$ cat src/rtl/tbsync_pkg.sv
package tbsync_pkg;

    typedef enum logic [1:0] {
        MODE_UP     = 2'b00,
        MODE_DOWN   = 2'b01,
        MODE_UPDOWN = 2'b10,
        MODE_HOLD   = 2'b11
    } cnt_mode_e;

    typedef enum logic {
        DIR_UP   = 1'b0,
        DIR_DOWN = 1'b1
    } cnt_dir_e;

    // direction taken after a phase load
    function automatic cnt_dir_e dir_after_load(cnt_mode_e m, logic want_down, cnt_dir_e cur);
        cnt_dir_e d;
        case (m)
            MODE_UP:     d = DIR_UP;
            MODE_DOWN:   d = DIR_DOWN;
            MODE_UPDOWN: d = want_down ? DIR_DOWN : DIR_UP;
            default:     d = cur;
        endcase
        return d;
    endfunction

endpackage

$ cat src/rtl/tbsync_capture.sv
module tbsync_capture (
    input  logic clk,
    input  logic rst,
    input  logic tb_en,
    input  logic load_en,
    input  logic ext_sync,
    input  logic force_sync,
    output logic load_req,
    output logic pend_q,
    output logic fwd_q
);
    logic evt;

    assign evt      = ext_sync | force_sync;
    assign load_req = tb_en & load_en & (evt | pend_q);

    always_ff @(posedge clk) begin
        if (rst) begin
            pend_q <= 1'b0;
            fwd_q  <= 1'b0;
        end else begin
            fwd_q <= evt;
            if (tb_en) begin
                pend_q <= 1'b0;
            end else if (evt) begin
                pend_q <= 1'b1;
            end
        end
    end
endmodule

$ cat src/rtl/tbsync_phase_load.sv
module tbsync_phase_load
    import tbsync_pkg::*;
#(
    parameter int W = 16
) (
    input  logic [W-1:0] phase,
    input  logic [W-1:0] period,
    input  cnt_mode_e    mode,
    input  logic         want_down,
    input  cnt_dir_e     cur_dir,
    output logic [W-1:0] load_cnt,
    output cnt_dir_e     load_dir
);
    always_comb begin
        load_cnt = (phase > period) ? period : phase;
        load_dir = dir_after_load(mode, want_down, cur_dir);
    end
endmodule

$ cat src/rtl/tbsync_count_step.sv
module tbsync_count_step
    import tbsync_pkg::*;
#(
    parameter int W = 16
) (
    input  logic [W-1:0] cnt,
    input  cnt_dir_e     dir,
    input  logic [W-1:0] period,
    input  cnt_mode_e    mode,
    output logic [W-1:0] nxt_cnt,
    output cnt_dir_e     nxt_dir
);
    localparam logic [W-1:0] ONE  = W'(1);
    localparam logic [W-1:0] ZERO = '0;

    logic at_top;
    logic at_bot;

    assign at_top = (cnt >= period);
    assign at_bot = (cnt == ZERO);

    always_comb begin
        nxt_cnt = cnt;
        nxt_dir = dir;
        case (mode)
            MODE_UP: begin
                nxt_dir = DIR_UP;
                nxt_cnt = at_top ? ZERO : cnt + ONE;
            end
            MODE_DOWN: begin
                nxt_dir = DIR_DOWN;
                nxt_cnt = (at_bot || cnt > period) ? period : cnt - ONE;
            end
            MODE_UPDOWN: begin
                if (dir == DIR_UP) begin
                    if (at_top) begin
                        nxt_dir = DIR_DOWN;
                        nxt_cnt = at_bot ? ZERO : cnt - ONE;
                    end else begin
                        nxt_cnt = cnt + ONE;
                    end
                end else begin
                    if (at_bot) begin
                        nxt_dir = DIR_UP;
                        nxt_cnt = (period == ZERO) ? ZERO : ONE;
                    end else begin
                        nxt_cnt = cnt - ONE;
                    end
                end
            end
            default: begin
                nxt_cnt = cnt;
                nxt_dir = dir;
            end
        endcase
    end
endmodule

$ cat src/rtl/pwm_timebase_sync.sv
module pwm_timebase_sync
    import tbsync_pkg::*;
#(
    parameter int CNT_W = 16
) (
    input  logic             clk,
    input  logic             rst,
    input  logic             tbclk_en,
    input  logic [1:0]       cnt_mode,
    input  logic [CNT_W-1:0] tb_period,
    input  logic [CNT_W-1:0] tb_phase,
    input  logic             phase_load_en,
    input  logic             sync_dir_down,
    input  logic             sync_in,
    input  logic             sw_force,
    output logic [CNT_W-1:0] tb_count,
    output logic             count_down,
    output logic             sync_out
);
    cnt_mode_e        mode;
    logic             load_req;
    logic             sync_pending;
    logic [CNT_W-1:0] cnt_q;
    cnt_dir_e         dir_q;
    logic [CNT_W-1:0] step_cnt;
    cnt_dir_e         step_dir;
    logic [CNT_W-1:0] ld_cnt;
    cnt_dir_e         ld_dir;

    assign mode = cnt_mode_e'(cnt_mode);

    tbsync_capture u_capture (
        .clk        (clk),
        .rst        (rst),
        .tb_en      (tbclk_en),
        .load_en    (phase_load_en),
        .ext_sync   (sync_in),
        .force_sync (sw_force),
        .load_req   (load_req),
        .pend_q     (sync_pending),
        .fwd_q      (sync_out)
    );

    tbsync_phase_load #(.W(CNT_W)) u_load (
        .phase     (tb_phase),
        .period    (tb_period),
        .mode      (mode),
        .want_down (sync_dir_down),
        .cur_dir   (dir_q),
        .load_cnt  (ld_cnt),
        .load_dir  (ld_dir)
    );

    tbsync_count_step #(.W(CNT_W)) u_step (
        .cnt     (cnt_q),
        .dir     (dir_q),
        .period  (tb_period),
        .mode    (mode),
        .nxt_cnt (step_cnt),
        .nxt_dir (step_dir)
    );

    always_ff @(posedge clk) begin
        if (rst) begin
            cnt_q <= '0;
            dir_q <= DIR_UP;
        end else if (tbclk_en) begin
            if (load_req) begin
                cnt_q <= ld_cnt;
                dir_q <= ld_dir;
            end else begin
                cnt_q <= step_cnt;
                dir_q <= step_dir;
            end
        end
    end

    assign tb_count   = cnt_q;
    assign count_down = (dir_q == DIR_DOWN);
endmodule

$ cat config.mk
export PLATFORM = sky130hd
export DESIGN_NAME = pwm_timebase_sync
export DESIGN_NICKNAME = d
export VERILOG_FILES = /design/src/rtl/tbsync_pkg.sv /design/src/rtl/tbsync_capture.sv /design/src/rtl/tbsync_phase_load.sv /design/src/rtl/tbsync_count_step.sv /design/src/rtl/pwm_timebase_sync.sv
export SDC_FILE = /design/constraint.sdc
export NUM_CORES = 1
export LEC_CHECK = 0
export BUFFER_PORTS_ARGS = -buffer_cell sky130_fd_sc_hd__buf_2
export CAP_MARGIN = 30
export CORE_MARGIN = 4
export CORE_UTILIZATION = 46
export CTS_CLUSTER_SIZE = 14
export DETAILED_ROUTE_END_ITERATION = 10
export HOLD_SLACK_MARGIN = 0.06
export PLACE_DENSITY = 0.69
export SLEW_MARGIN = 20
export SYNTH_ARGS = -nofsm -noshare
export SYNTH_HDL_FRONTEND = slang
export SYNTH_SLANG_ARGS = --single-unit
$ cat constraint.sdc
create_clock -name clk -period 4.15 [get_ports clk]
set_input_delay 0.415 -clock clk [delete_from_list [all_inputs] [get_ports clk]]
set_output_delay 0.415 -clock clk [all_outputs]
set_load 0.01 [all_outputs]
==> reports/qor.yml <==
run_status:
  status: "completed"
power_and_ir_drop:
  peakVddDrop_v: 0.000157
  power_density_nw_per_um2: 254
  p_leak_nw: 1.51
  fin_total_pwr_mw: 0.835
placement:
  io_buffers: 58
  placed_cells: 511
  dpl.hpwl_mm: 7.59
  placed_area_um2: 3240
  place_congestion: 0.984
global_route:
  grt_pass1_vias: 3034
  grt_max_degree: 23
  grt_pass1_wl_mm: 15.6
  antenna_found_initial: 0
  globalRoute.busiestLayer: "met2"
  use_met3_pct: 5.93
  grtUsageMet1_pct: 35.7
  grt_usage_pct: 25.5
  overflow: 0
  grt_use_met2_pct: 39.4
setup_path:
  crit_path_end_kind: "register"
  cp_max_fo: 11
  start_kind: "register"
  slowest_stage: "nor4b_1"
  path_cells: "inv_1, ha_1, and4_1, nor4b_1, a31oi_1, nor2_1, buf_4, o21ai_1, a221oi_1"
  critPathTopFamily: "simple AND/OR/NAND/NOR gates"
  timing_worst_setup_path_type: "register to register"
  cp_num_buf_inv: 2
  worst-endpoint-arrival_ns: 3.57
  required_ns: 4.33
  critical_path.max_stage_delay_ns: 0.57
cells_and_area:
  layout_commonest_cell: "buf_2"
  stdcell_area_um2: 3290
  layout_common_cells: "buf_2 (58), ha_1 (39), a21oi_1 (29), nor2_1 (27), inv_1 (26)"
  area_growth_pct: 11.3
  nFillCells: 596
  final_nets: 521
  num_antenna_cells: 0
  drive_gt1_share_pct: 18.0
  fin_cells: 515
floorplanning:
  row_count: 28
  start_util_pct: 48.8
  core_um2: 6060
  fp.dieW_um: 88.2
  die_y_um: 88.2
  num_io_pins: 59
  dieArea_um2: 7770
logic_synthesis:
  yosysSeqAreaShare_pct: 12.9
  yosys_warnings: 0
  synth_nets: 479
  syn_avg_cell_area_um2: 7.41
  ys_async_sr_fraction_pct: 0
  ys_types: 60
  synth.cell_area_um2: 2960
  ys_seq_elements: 19
  ys.flop_type: "dfxtp_1"
  netlist_instances: 399
  synth_edf_count: 0
sta:
  tns_ns: 0
  finalSetupViolCount: 0
  hold_viol: 0
  slew_viol_final: 0
  fmax_mhz: 295
  rsz0062_at_grt: "false"
  tightest_slew_ns: 0.961
  fin_skew_ns: 0.00900
  period_needed_ns: 3.39
  maxSlewHeadroom_pct: 35.7
  fin_crit_sh_pct: 81.8
flow_run:
  cap_viol_max_count: 0
routing:
  via_per_inst: 6.52
  drt_iter0_markers: 402
  drcViolationCount: 0
  vias: 3356
  avgRoutedWirePerCell_um: 19.1
  antenna_left: 0
  wl_mm: 9.84
  drtPass1Iterations: 5
clock_network:
  clkSinkCount: 19
  cts-root-buf: "clkbuf_8"
  htree_num_levels: 1
  cts_setup_buffers: 0
  clock_latency_ns: 0.27
  cts_max_path_buffers: 2
  post_cts_resized: 0
  cts_hold_buf: 0
  cts_made_buffers: 3
  cts_tree: "yes"
  cts.reportedPaths.clkPinSlew_ns: 0.09
worst_hold_path:
  min_path_type: "primary input to register"
==> area by class of cell <==
type	instances	area [um2]	area share, %
inverter	26	97.6	2.97
timing repair buffer	62	320	9.74
clock buffer	4	45.0	1.37
tap	75	93.8	2.85
sequential	19	380	11.6
multi-input combinational	329	2350	71.5
==> worst reg2reg max path, delay by kind of cell (launching register included) <==
kind	cells	cell delay (ns)
flops	1	0.56
compound gates	3	0.61
simple gates	3	1.30
fa+ha+maj	1	0.33
buf+inv	2	0.51
==> power breakdown <==
part	switching, mW	leakage (nW)	internal (mW)
Sequential	0.0467	0.157	0.200
Clock	0.0716	0.0228	0.0686
Combinational	0.274	1.33	0.175
==> layer usage <==
| layer | vias to the layer above | share of wire (%) |
|---|---|---|
| met1 | 1573 | 46 |
| met5 | - | 0 |
| met3 | 19 | 8.9 |
| met4 | 0 | 2.0 |
| met2 | 159 | 44 |
| li1 | 1605 | - |
==> cells by family after synthesis <==
group,after synthesis,synth area share [%]
AND/OR/NAND/NOR,138,24.1
AO/OA/AOI/OAI,129,32.2
buffers and inverters,51,7.54
adder cells (fa/ha/maj),39,16.5
XOR/XNOR,23,6.82
flip-flops,19,12.9
==> registers in the layout, summed over array words and instances (netlist names) <==
name,flops
tb_count,16
count_down,1
u_capture.fwd_q,1
u_capture.pend_q,1
==> worst paths after layout <==
check | start | to | slack [ns] | cells past startpoint
min reg2reg | u_capture.pend_q$_SDFFE_PP0P_ | u_capture.pend_q$_SDFFE_PP0P_ | 0.55 | 2
min | tbclk_en | u_capture.pend_q$_SDFFE_PP0P_ | 0.36 | 2
max reg2reg | tb_count[0]$_SDFFE_PP0P_ | tb_count[5]$_SDFFE_PP0P_ | 0.76 | 9
max | tb_count[0]$_SDFFE_PP0P_ | tb_count[5]$_SDFFE_PP0P_ | 0.76 | 9
==> per-stage QoR <==
step | hold WS [ns] | utilization [%] | worst slack [ns]
finish | 0.361 | 54.3 | 0.757
detailed placement | 0.561 | 53.5 | 0.910
floorplan | 0.489 | - | 1.45
global route | 0.376 | 54.3 | 0.575
global placement | 0.514 | 53.5 | 0.986
CTS | 0.361 | 54.3 | 0.905
==> cell usage after synthesis (5+ instances only) <==
cell type  instances  share of area, %
inv_1             26               3.3
dfxtp_1           19                13
o21ai_1           13               2.2
a21oi_1           29               4.9
xnor2_1           10               3.0
nand2_1           24               3.0
a221oi_1          14               4.1
nor3_1            24               4.1
a21o_1             5               1.3
clkbuf_1          16               2.0
nand3_1           18               3.0
a311o_1            7               2.4
o21ai_0           14               2.4
xor2_1            13               3.9
ha_1              39                17
a221oi_2           6               3.0
nor4_1             9               1.9
o21bai_1           8               2.0
nand4_1            7               1.5
nor2_1            27               3.4
o31ai_1            5               1.3
No activity file was read; power rests on OpenSTA's default activity.
